[config.mk]
export PLATFORM = sky130hd
export DESIGN_NAME = ctlreg_i2c_slave
export DESIGN_NICKNAME = d
export VERILOG_FILES = /design/src/rtl/ctlreg_pkg.sv /design/src/rtl/ctlreg_line_filter.sv /design/src/rtl/ctlreg_bus_events.sv /design/src/rtl/ctlreg_xfer_engine.sv /design/src/rtl/ctlreg_i2c_slave.sv
export SDC_FILE = /design/constraint.sdc
export NUM_CORES = 1
export LEC_CHECK = 0
export BUFFER_PORTS_ARGS = -buffer_cell sky130_fd_sc_hd__buf_2
export CAP_MARGIN = 30
export CORE_ASPECT_RATIO = 1.5
export CORE_MARGIN = 2
export CORE_UTILIZATION = 55
export CTS_CLUSTER_SIZE = 12
export DETAILED_ROUTE_END_ITERATION = 16
export HOLD_SLACK_MARGIN = 0.08
export MAX_ROUTING_LAYER = met4
export PLACE_DENSITY = 0.84
export SETUP_SLACK_MARGIN = 0.3
export SYNTH_ARGS = -nofsm -noshare
export SYNTH_HDL_FRONTEND = slang
export SYNTH_SLANG_ARGS = --single-unit
[constraint.sdc]
create_clock -name clk -period 1.9 [get_ports clk]
set_input_delay 0.095 -clock clk [delete_from_list [all_inputs] [get_ports clk]]
set_output_delay 0.095 -clock clk [all_outputs]
set_load 0.1 [all_outputs]
[src/rtl/ctlreg_pkg.sv]
package ctlreg_pkg;
   localparam int CTL_W   = 6;
   localparam int STAT_W  = 2;
   localparam int REG_W   = CTL_W + STAT_W;
   localparam int ADDR_W  = 7;
   localparam int STRAP_W = 2;
   localparam int BCNT_W  = $clog2(REG_W + 1);

   typedef enum logic [2:0] {
      ST_IDLE,
      ST_ADDR,
      ST_ADDR_ACK,
      ST_WR_DATA,
      ST_WR_ACK,
      ST_RD_DATA,
      ST_RD_ACK,
      ST_IGNORE
   } xfer_state_t;
endpackage

[src/rtl/ctlreg_line_filter.sv]
module ctlreg_line_filter #(
   parameter int SYNC_STAGES = 2,
   parameter int FILT_LEN    = 3
) (
   input  logic clk,
   input  logic rst_n,
   input  logic line_i,
   output logic line_o
);
   localparam int CNT_W = (FILT_LEN > 1) ? $clog2(FILT_LEN) : 1;

   logic [SYNC_STAGES-1:0] sync_q;
   logic                   synced;

   assign synced = sync_q[SYNC_STAGES-1];

   always_ff @(posedge clk or negedge rst_n) begin
      if (!rst_n) sync_q <= '1;
      else        sync_q <= {sync_q[SYNC_STAGES-2:0], line_i};
   end

   generate
      if (FILT_LEN == 1) begin : g_direct
         logic q;
         always_ff @(posedge clk or negedge rst_n) begin
            if (!rst_n) q <= 1'b1;
            else        q <= synced;
         end
         assign line_o = q;
      end else begin : g_count
         logic [CNT_W-1:0] cnt_q;
         logic             q;
         always_ff @(posedge clk or negedge rst_n) begin
            if (!rst_n) begin
               q     <= 1'b1;
               cnt_q <= '0;
            end else if (synced == q) begin
               cnt_q <= '0;
            end else if (cnt_q == CNT_W'(FILT_LEN - 1)) begin
               q     <= synced;
               cnt_q <= '0;
            end else begin
               cnt_q <= cnt_q + 1'b1;
            end
         end
         assign line_o = q;

         // a new filtered level needs at least two agreeing synchronised samples
         a_r10_two_sample_run : assert property (@(posedge clk) disable iff (!rst_n)
            (line_o != $past(line_o)) |-> ($past(synced, 2) == line_o))
            else $error("filter adopted a level seen for one cycle");
      end
   endgenerate

   // filtered level only follows the synchronised input
   a_r10_follows_sync : assert property (@(posedge clk) disable iff (!rst_n)
      (line_o != $past(line_o)) |-> ($past(synced) == line_o))
      else $error("filter changed without synchronised input");
endmodule

[src/rtl/ctlreg_bus_events.sv]
module ctlreg_bus_events (
   input  logic clk,
   input  logic rst_n,
   input  logic scl_f,
   input  logic sda_f,
   output logic scl_rise,
   output logic scl_fall,
   output logic start_det,
   output logic stop_det
);
   logic scl_d, sda_d;

   always_ff @(posedge clk or negedge rst_n) begin
      if (!rst_n) begin
         scl_d <= 1'b1;
         sda_d <= 1'b1;
      end else begin
         scl_d <= scl_f;
         sda_d <= sda_f;
      end
   end

   assign scl_rise  = scl_f & ~scl_d;
   assign scl_fall  = ~scl_f & scl_d;
   assign start_det = scl_f & scl_d & sda_d & ~sda_f;
   assign stop_det  = scl_f & scl_d & ~sda_d & sda_f;
endmodule

[src/rtl/ctlreg_xfer_engine.sv]
module ctlreg_xfer_engine
   import ctlreg_pkg::*;
#(
   parameter logic [ADDR_W-STRAP_W-1:0] DEV_ADDR_HI = 5'b00010
) (
   input  logic               clk,
   input  logic               rst_n,
   input  logic               scl_f,
   input  logic               sda_f,
   input  logic               scl_rise,
   input  logic               scl_fall,
   input  logic               start_det,
   input  logic               stop_det,
   input  logic [STRAP_W-1:0] strap_i,
   input  logic               uvlo_i,
   input  logic [STAT_W-1:0]  status_i,
   output logic [CTL_W-1:0]   ctl_o,
   output logic               pull_o
);
   xfer_state_t        state_q;
   logic [REG_W-1:0]   shreg_q;
   logic [REG_W-1:0]   tx_q;
   logic [BCNT_W-1:0]  bitcnt_q;
   logic [CTL_W-1:0]   ctl_q;
   logic               pull_q;
   logic               rw_q;
   logic               mack_q;
   logic               addr_hit;
   logic               byte_full;
   logic [REG_W-1:0]   rd_word;

   assign addr_hit  = (shreg_q[REG_W-1:1] == {DEV_ADDR_HI, strap_i});
   assign byte_full = (bitcnt_q == BCNT_W'(REG_W));
   assign rd_word   = {ctl_q, status_i};

   always_ff @(posedge clk or negedge rst_n) begin
      if (!rst_n) begin
         state_q  <= ST_IDLE;
         shreg_q  <= '0;
         tx_q     <= '0;
         bitcnt_q <= '0;
         ctl_q    <= '0;
         pull_q   <= 1'b0;
         rw_q     <= 1'b0;
         mack_q   <= 1'b0;
      end else begin
         if (start_det) begin
            state_q  <= ST_ADDR;
            bitcnt_q <= '0;
            pull_q   <= 1'b0;
         end else if (stop_det) begin
            state_q  <= ST_IDLE;
            pull_q   <= 1'b0;
         end else begin
            case (state_q)
               ST_ADDR, ST_WR_DATA: begin
                  if (scl_rise && !byte_full) begin
                     shreg_q  <= {shreg_q[REG_W-2:0], sda_f};
                     bitcnt_q <= bitcnt_q + 1'b1;
                  end else if (scl_fall && byte_full) begin
                     bitcnt_q <= '0;
                     if (uvlo_i) begin
                        state_q <= ST_IGNORE;
                     end else if (state_q == ST_ADDR) begin
                        if (addr_hit) begin
                           state_q <= ST_ADDR_ACK;
                           pull_q  <= 1'b1;
                           rw_q    <= shreg_q[0];
                        end else begin
                           state_q <= ST_IGNORE;
                        end
                     end else begin
                        ctl_q   <= shreg_q[REG_W-1 -: CTL_W];
                        pull_q  <= 1'b1;
                        state_q <= ST_WR_ACK;
                     end
                  end
               end
               ST_ADDR_ACK: begin
                  if (scl_fall) begin
                     bitcnt_q <= '0;
                     if (rw_q) begin
                        state_q <= ST_RD_DATA;
                        tx_q    <= rd_word;
                        pull_q  <= ~rd_word[REG_W-1];
                     end else begin
                        state_q <= ST_WR_DATA;
                        pull_q  <= 1'b0;
                     end
                  end
               end
               ST_WR_ACK: begin
                  if (scl_fall) begin
                     pull_q  <= 1'b0;
                     state_q <= ST_IGNORE;
                  end
               end
               ST_RD_DATA: begin
                  if (scl_fall) begin
                     if (bitcnt_q == BCNT_W'(REG_W - 1)) begin
                        pull_q   <= 1'b0;
                        bitcnt_q <= '0;
                        state_q  <= ST_RD_ACK;
                     end else begin
                        tx_q     <= {tx_q[REG_W-2:0], 1'b0};
                        pull_q   <= ~tx_q[REG_W-2];
                        bitcnt_q <= bitcnt_q + 1'b1;
                     end
                  end
               end
               ST_RD_ACK: begin
                  if (scl_rise) mack_q <= ~sda_f;
                  if (scl_fall) begin
                     if (mack_q) begin
                        state_q  <= ST_RD_DATA;
                        tx_q     <= rd_word;
                        pull_q   <= ~rd_word[REG_W-1];
                        bitcnt_q <= '0;
                     end else begin
                        state_q  <= ST_IGNORE;
                     end
                  end
               end
               default: ;
            endcase
         end

         if (uvlo_i) begin
            ctl_q  <= '0;
            pull_q <= 1'b0;
            if (!start_det && !stop_det && state_q != ST_IDLE && state_q != ST_ADDR)
               state_q <= ST_IGNORE;
         end
      end
   end

   assign ctl_o  = ctl_q;
   assign pull_o = pull_q;

   // lockout clears the register and silences the drive on the next cycle
   a_r6_lockout_clear : assert property (@(posedge clk) disable iff (!rst_n)
      uvlo_i |=> (ctl_q == '0 && !pull_q))
      else $error("register or drive active under lockout");

   // control bits change only at the end of a write data byte
   a_r3_commit_point : assert property (@(posedge clk) disable iff (!rst_n)
      ((ctl_q != $past(ctl_q)) && !$past(uvlo_i)) |-> ($past(state_q) == ST_WR_DATA))
      else $error("control bits changed outside a write");

   // START always restarts address matching with SDA released
   a_r7_start_restarts : assert property (@(posedge clk) disable iff (!rst_n)
      start_det |=> (state_q == ST_ADDR && !pull_q))
      else $error("START did not restart the slave");

   // STOP always returns to idle
   a_r8_stop_idles : assert property (@(posedge clk) disable iff (!rst_n)
      stop_det |=> (state_q == ST_IDLE))
      else $error("STOP did not idle the slave");

   // the pull-down only starts while SCL is low
   a_r5_drive_scl_low : assert property (@(posedge clk) disable iff (!rst_n)
      $rose(pull_q) |-> !scl_f)
      else $error("SDA drive started with SCL high");

   // an idle slave never pulls SDA
   a_r2_idle_released : assert property (@(posedge clk) disable iff (!rst_n)
      (state_q == ST_IDLE) |-> !pull_q)
      else $error("SDA pulled while idle");
endmodule

[src/rtl/ctlreg_i2c_slave.sv]
module ctlreg_i2c_slave
   import ctlreg_pkg::*;
#(
   parameter int                        SYNC_STAGES = 2,
   parameter int                        FILT_LEN    = 3,
   parameter logic [ADDR_W-STRAP_W-1:0] DEV_ADDR_HI = 5'b00010
) (
   input  logic               clk,
   input  logic               rst_n,
   input  logic               scl_i,
   input  logic               sda_i,
   input  logic [STRAP_W-1:0] addr_strap_i,
   input  logic               uvlo_i,
   input  logic               otemp_flag_i,
   input  logic               ovld_flag_i,
   output logic               pulse_limit_o,
   output logic               tx_route_o,
   output logic               tone_force_o,
   output logic               line_comp_o,
   output logic               volt_hi_o,
   output logic               pwr_en_o,
   output logic               sda_pull_o
);
   localparam int N_LINES = 2;

   if (SYNC_STAGES < 2) begin : g_bad_sync
      $error("SYNC_STAGES must be at least 2");
   end
   if (FILT_LEN < 1) begin : g_bad_filt
      $error("FILT_LEN must be at least 1");
   end

   logic [N_LINES-1:0] raw_lines;
   logic [N_LINES-1:0] clean_lines;
   logic               scl_rise, scl_fall, start_det, stop_det;
   logic [CTL_W-1:0]   ctl;

   assign raw_lines = {sda_i, scl_i};

   for (genvar g = 0; g < N_LINES; g++) begin : g_line
      ctlreg_line_filter #(
         .SYNC_STAGES (SYNC_STAGES),
         .FILT_LEN    (FILT_LEN)
      ) u_filt (
         .clk    (clk),
         .rst_n  (rst_n),
         .line_i (raw_lines[g]),
         .line_o (clean_lines[g])
      );
   end

   ctlreg_bus_events u_events (
      .clk       (clk),
      .rst_n     (rst_n),
      .scl_f     (clean_lines[0]),
      .sda_f     (clean_lines[1]),
      .scl_rise  (scl_rise),
      .scl_fall  (scl_fall),
      .start_det (start_det),
      .stop_det  (stop_det)
   );

   ctlreg_xfer_engine #(
      .DEV_ADDR_HI (DEV_ADDR_HI)
   ) u_engine (
      .clk       (clk),
      .rst_n     (rst_n),
      .scl_f     (clean_lines[0]),
      .sda_f     (clean_lines[1]),
      .scl_rise  (scl_rise),
      .scl_fall  (scl_fall),
      .start_det (start_det),
      .stop_det  (stop_det),
      .strap_i   (addr_strap_i),
      .uvlo_i    (uvlo_i),
      .status_i  ({otemp_flag_i, ovld_flag_i}),
      .ctl_o     (ctl),
      .pull_o    (sda_pull_o)
   );

   assign {pulse_limit_o, tx_route_o, tone_force_o, line_comp_o, volt_hi_o, pwr_en_o} = ctl;
endmodule

==> impl_results.md, run 1 <==
* Outcome: complete, no violations
* CP cell instances: nand2b_4 -> a211oi_1 -> or4_1 -> nand2_2 -> mux2i_1
* Final period utilization at 0.8789
* Slowest stage delay, CP at 580 ps
* Post-Place Cells at 270
* Area occupied by multi-input gates at 0.001219 sq mm
* Measured slew at the worst slew-check pin at 523.9 ps
* Leakage at 1.211 nW
* Most frequent cells in the layout: dfrtp_1 (31), buf_4 (24), nand2_1 (19), buf_2 (16), nor2_1 (15)
* Clock sink total at 43
* Skew-Pair Late Insertion Delay at 300 ps
* Seq/Total Area, Yosys at 0.4876
* Die width at roughly 56 microns
* Data arrival, critical path at 1900 ps
* RD Place Congestion at 0.9787
* CTS Buf Count at 5
* EDFF count, synth at 0
* Via density at slightly below 6
* Total gr overflow at 0
* Setup TNS at 0 ps
* Startpoint types: flop
* Final setup vio count at 0
* Synth Cell Area at 0.002227 sq mm
* Number of global-route vias before repair at around 1700
* Starting Density at 0.5676
* CTS Buffer Depth at 2
* RSZ-0062 raised after global routing: true
* Peak VDD IR at around 1.0 mV
* Yosys reg bits at 43
* Layout Utilization at 0.7121
* Pin count of the biggest net entering global routing at 44
* Crit path capture: u_engine.pull_o
* FF-to-FF Start: g_line[0].u_filt.line_o
* Dpl hpwl at 3.161 mm
* Clock tree from TritonCTS: yes
* Most frequently used flop master after synthesis: dfrtp_1
* Die area at between 0.004 and 0.005 sq mm
* Min-Delay Path Class: input pin to flop
* Core ar. at 0.003924 sq mm
* Worst setup margin at 230.1 ps
* CP required at around 2100 ps
* Skew final at around 9.5 ps
* Htree depth at 2
* Total global-route track usage at 0.2289
* Clk root buf: clkbuf_8
* I/O pin cnt at 16
* Achievable Freq at 0.5988 GHz
* Remaining DRCs at 0
* Initial DRC count at 70
* Commonest non-fill, non-tap cell in the layout: dfrtp_1
* Critical path fanouts, max at 6
* Nets at between 200 and 300
* Core Rows at 28
* Slew Viols, Final at 0
* Final ANT Viol Nets at 0
* PwrDens at about 1300 mW/mm^2
* Antenna cells at 0
* R2R setup slack at ~230 ps
* Yosys top cell area share at 0.3933
* Async S/R FF share, synth at 1.000
* Slew headroom at 0.6507
* Final cell count without fillers at 302
* Post-synth cell types at 55
* Area growth, synth to finish at 25.45%
* Fillcell total at 257
* Vias at 1790
* Mean post-synth cell area at 10.46 sq um
* Die Height at 81.94 microns
* CP max stage cell: dfstp_2
* Routed len/inst at 16.97 microns
* Final Hold Fails at 0
* Initial antenna violation count at 0
* R2r endpoint: u_engine.pull_o
* Crit path time final at 1670 ps
* Mapped Cells at approximately 210
* Detailed Route WL at 5.126 mm
* DP Worst Slack at approximately 110 ps
* Synth area leaders: dfrtp_1 (39%), dfstp_2 (9.4%), mux2i_1 (6.3%)
* Crit Path Class: flop to flop
* First-pass GRT wire length at between 7 and 8 mm
* R2R depth at 5
* IO Port Bufs at 15
* Max_cap viols at 0
* Sequential cell area at 0.001091 sq mm
* Critical Path Start: g_line[0].u_filt.line_o
* CTS clk-pin slew, worst paths at about 80 ps
* Largest area contributor in the netlist: dfrtp_1
* Layout cell share with drive strength beyond 1 at 0.3813
* Post-Syn Nets at 224
* Detailed Routing Iterations Pass 1 at 7
* Setup crit end kind: flop
* YS warnings at 0
[cells in the mapped netlist, types with 3 or more instances]
cell type  number
o21ai_1        10
nand3_1         6
dfstp_2         8
a21oi_1         4
mux2i_1        14
o21ai_0         9
mux2_1          9
nor2b_1         5
nor3_1          4
nand2b_1        4
a21boi_1        3
buf_2           6
xnor2_1         5
nand2_1        23
inv_1           5
dfrtp_1        35
nor2_1         16
[registers in the layout (all words and copies together) (netlist names)]
name and cells:
g_line.u_filt.sync_q 4, u_engine.shreg_q 8, u_engine.mack_q 1, u_engine.pull_o 1, u_events.scl_d 1, u_engine.ctl_o 6
u_engine.bitcnt_q 4, u_engine.tx_q 7, u_engine.state_q 3, g_line.u_filt.g_count.cnt_q 4, u_events.sda_d 1, u_engine.rw_q 1
g_line.u_filt.line_o 2
[repair_timing]
| item | in CTS | in global routing |
|---|---|---|
| hold buffers | 4 | 0 |
| gates resized for setup | 14 | 19 |
| pin swaps | 8 | 10 |
| gates cloned | 0 | 1 |
| setup buffers | 7 | 12 |
| hold endpoints to repair | 38 | 0 |
| endpoints found under the setup margin | 22 | 22 |
[critical path, delay by kind of cell (launching register included)]
family / cells / cell delay (ps)
and+or+nand+nor: 3 / 800
muxes: 1 / 180
DFF: 1 / 580
AOI/OAI and AO/OA: 1 / 50
[worst min path at each step]
| stage | startpoint | end | slack [ps] | cells past startpoint |
|---|---|---|---|---|
| global route | otemp_flag_i | u_engine.tx_q[1] | 130 | 3 |
| finish | otemp_flag_i | u_engine.tx_q[1] | 80 | 3 |
| CTS | otemp_flag_i | u_engine.tx_q[1] | 90 | 3 |
| detailed placement | rst_n | u_engine.shreg_q[5] | 190 | 2 |
| global placement | rst_n | u_engine.shreg_q[5] | 180 | 2 |
| floorplan | rst_n | g_line[0].u_filt.g_count.cnt_q[0] | -200 | 0 |
[power by group]
| part | internal (mW) | leakage, nW | switching (mW) |
|---|---|---|---|
| Clock | 0.257 | 0.0412 | 0.302 |
| Sequential | 1.16 | 0.540 | 0.264 |
| Combinational | 0.722 | 0.630 | 0.807 |
| Total | 2.14 | 1.21 | 1.37 |
[final cells by class]
class                      count  area share
multi-input combinational    155      0.4362
tap                           45     0.02015
sequential                    43      0.3905
clock inverter                 2    0.004478
clock buffer                   6     0.02597
timing repair buffer          45      0.1146
inverter                       6    0.008061
[kinds of logic after synthesis]
logic type	Yosys count	synth area share
and+or+nand+nor	80	0.2011
DFF	43	0.4876
AOI/OAI and AO/OA	42	0.1264
muxes	25	0.1185
buffers and inverters	16	0.03540
xor gates and xnor gates	5	0.01966
adders and majority gates	2	0.01123
[stage by stage]
step	power (mW)	instance area, sq um	hold slack, ps
6_report	3.515	2794	80.34
5_1_grt	3.747	2794	127.7
4_1_cts	3.257	2619	85.14
3_5_place_dp	2.556	2377	192.0
3_3_place_gp	2.516	2377	183.7
2_1_floorplan	2.303	2256	-200.6
[layer usage]
layer	global-route usage	up-vias	share of wire
li1	-	848	-
met1	0.2678	873	0.40
met2	0.3881	58	0.52
met3	0.03150	11	0.049
met4	0.1190	0	0.026
met5	-	-	0
(Power assumes the default switching activity.)
==> inputs of run 2 (changes only) <==
==> constraint.sdc (replaced) <==
create_clock -name clk -period 1.77 [get_ports clk]
set_input_delay 0.0885 -clock clk [delete_from_list [all_inputs] [get_ports clk]]
set_output_delay 0.0885 -clock clk [all_outputs]
set_load 0.1 [all_outputs]
==> impl_results.md, run 2 (synthesis results as in run 1) <==
* Setup crit end kind: flop
* Measured slew at the worst slew-check pin at 493.1 ps (-30.84 ps)
* Routed len/inst at 19.70 microns (+16%)
* Initial DRC count at 115 (+64%)
* Area occupied by multi-input gates at 0.001249 sq mm (+2.5%)
* Area growth, synth to finish at 29.10%
* Remaining DRCs at 0 (unchanged)
* Wire length on met3 at 339 microns (+34%)
* Cell area after placement at 0.002436 sq mm (+2.5%)
* CTS Buf Count at 5 (unchanged)
* Commonest non-fill, non-tap cell in the layout: dfrtp_1
* Max_cap viols at 0 (unchanged)
* Starting Density at 0.5676 (unchanged)
* Crit path time final at 1752 ps (+82.01 ps)
* Htree depth at 2 (unchanged)
* Skew final at 10.92 ps (+1.404 ps)
* Fillcell total at 246 (-4.3%)
* Dpl hpwl at 3.216 mm (+1.8%)
* Detailed Routing Iterations Pass 1 at 5 (-2)
* Cell family with most CP delay: compound AO/OA/AOI/OAI gates
* Pin count of the biggest net entering global routing at 18 (-59%)
* CP required at 1970 ps (-160 ps)
* Setup TNS at 0 ps (unchanged)
* Data arrival, critical path at 1950 ps (+50 ps)
* Skew-Pair Late Insertion Delay at 300 ps (about the same)
* Die width at 55.96 microns (unchanged)
* Final ANT Viol Nets at 0 (unchanged)
* Met2 wire len at 3.181 mm (+19%)
* RD Place Congestion at 0.9154 (-6.5%)
* Final Hold Fails at 0 (unchanged)
* Slowest stage delay, CP at 620 ps (+40 ps)
* Leakage at 1.259 nW (+4.0%)
* Largest register FFs at 8 (unchanged)
* Crit Path Class: flop to flop
* Nets at 270 (+1.1%)
* Clk root buf: clkbuf_8
* Die area at 0.004585 sq mm (unchanged)
* Slew headroom at 0.6735 (+0.02282)
* Final instance area at 0.002875 sq mm (+2.9%)
* Total global-route track usage at 0.2283 (-0.0006182)
* Sequential cell area at 0.001089 sq mm (-0.23%)
* Critical path fanouts, max at 6 (unchanged)
* Met1 WL at 2.240 mm (+8.3%)
* CTS clk-pin slew, worst paths at 80 ps (about the same)
* Layout Utilization at 0.7328 (+0.02073)
* IO Port Bufs at 15 (unchanged)
* Min-Delay Path Class: input pin to flop
* Die Height at 81.94 microns (unchanged)
* Most frequent cell on the critical path: o21ai_0
* Core ar. at 0.003924 sq mm (unchanged)
* Clock sink total at 43 (unchanged)
* Critical path buffers and inverters at 0 (unchanged)
* Layout cell share with drive strength beyond 1 at 0.4038 (+0.02252)
* Final period utilization at 0.9898 (+0.1109)
* Achievable Freq at 0.5708 GHz (-4.7%)
* Core Rows at 28 (unchanged)
* Initial antenna violation count at 0 (unchanged)
* Most flops, register: u_engine.shreg_q
* Peak VDD IR at 1.097 mV (+8.0%)
* First-pass GRT wire length at 7.721 mm (-1.7%)
* Most frequent cells in the layout: dfrtp_1 (33), nand2_1 (23), buf_4 (22), nor2_1 (15), buf_2 (15)
* Max Used Layer: met4
* PwrDens at 1411 mW/mm^2 (+12%)
* Slew Viols, Final at 0 (unchanged)
* Clock tree from TritonCTS: yes
* Final setup vio count at 0 (unchanged)
* Total gr overflow at 0 (unchanged)
* Outcome: complete, no violations
* CTS Buffer Depth at 2 (unchanged)
* PnR Total Power at 4.056 mW (+15%)
* Vias at 1873 (+4.6%)
* Detailed Route WL at 6.009 mm (+17%)
* CP cell instances: and2b_2 -> o21ai_0 -> o22ai_1 -> o21ai_0 -> a41oi_1
* Startpoint types: flop
* CP max stage cell: dfstp_2
* Via density at 6.141 (+3.6%)
* Antenna cells at 0 (unchanged)
* I/O pin cnt at 16 (unchanged)
* RSZ-0062 raised after global routing: true
* Number of global-route vias before repair at 1680 (-3.2%)
-- run 2: cell types whose count changed in the layout (fill, tap and decap cells not counted), sizes merged --
| cell | previous run | this run |
|---|---|---|
| buf | 41 | 42 |
| bufinv | 0 | 1 |
| clkbuf | 6 | 8 |
| clkinv | 1 | 0 |
| clkinvlp | 1 | 0 |
| nand3 | 7 | 8 |
-- run 2: final timing paths --
| kind | start | to | slack (ps) | cells after the start |
|---|---|---|---|---|
| max | u_events.scl_d | u_engine.state_q[0] | 20 | 5 |
| min | otemp_flag_i | u_engine.tx_q[1] | 90 | 3 |
| max reg2reg | u_events.scl_d | u_engine.state_q[0] | 20 | 5 |
| min reg2reg | g_line[1].u_filt.sync_q[0] | g_line[1].u_filt.sync_q[1] | 360 | 0 |
| max in group asynchronous | rst_n | g_line[0].u_filt.sync_q[1] | 950 | 3 |
| min in group asynchronous | rst_n | u_engine.shreg_q[6] | 230 | 2 |
-- run 2: per-stage QoR --
| step | instances | setup WS, ps | hold WS, ps |
|---|---|---|---|
| floorplan | 213 | 142.6 | -207.1 |
| global placement | 277 | 48.97 | -26.14 |
| detailed placement | 277 | -13.30 | -27.31 |
| CTS | 296 | 68.10 | 90.87 |
| global route | 305 | -71.42 | 123.5 |
| finish | 305 | 18.10 | 89.05 |
-- run 2: final cells by class --
cell class,count,area share
tap,45,0.01958
multi-input combinational,156,0.4343
timing repair buffer,47,0.1227
inverter,6,0.007833
sequential,43,0.3786
clock inverter,1,0.01044
clock buffer,7,0.02654
-- run 2: layer usage --
layer,global-route usage,vias up
met5,-,-
met4,0.1024,0
met3,0.04567,22
met2,0.3798,90
met1,0.2711,916
li1,-,845
-- run 2: power by group --
group / internal, mW / switching [mW] / leakage [nW] / total, mW
registers: 1.25 / 0.272 / 0.542 / 1.52
logic: 0.824 / 0.975 / 0.664 / 1.80
clock network: 0.422 / 0.317 / 0.0524 / 0.739
total: 2.49 / 1.56 / 1.26 / 4.06
-- run 2: worst register-to-register path: cells and delay by family (launching register included) --
family / cells / cell delay, ps
simple gates: 1 / 270
compound gates: 4 / 780
flops: 1 / 620
-- run 2: repair_timing --
| item | CTS | global route |
|---|---|---|
| cloned | 0 | 2 |
| resized for setup | 14 | 24 |
| hold buffers | 4 | 0 |
| setup endpoints to repair | 30 | 30 |
| pin swaps | 10 | 8 |
| buffers inserted | 7 | 7 |
| endpoints found under the hold margin | 38 | 0 |
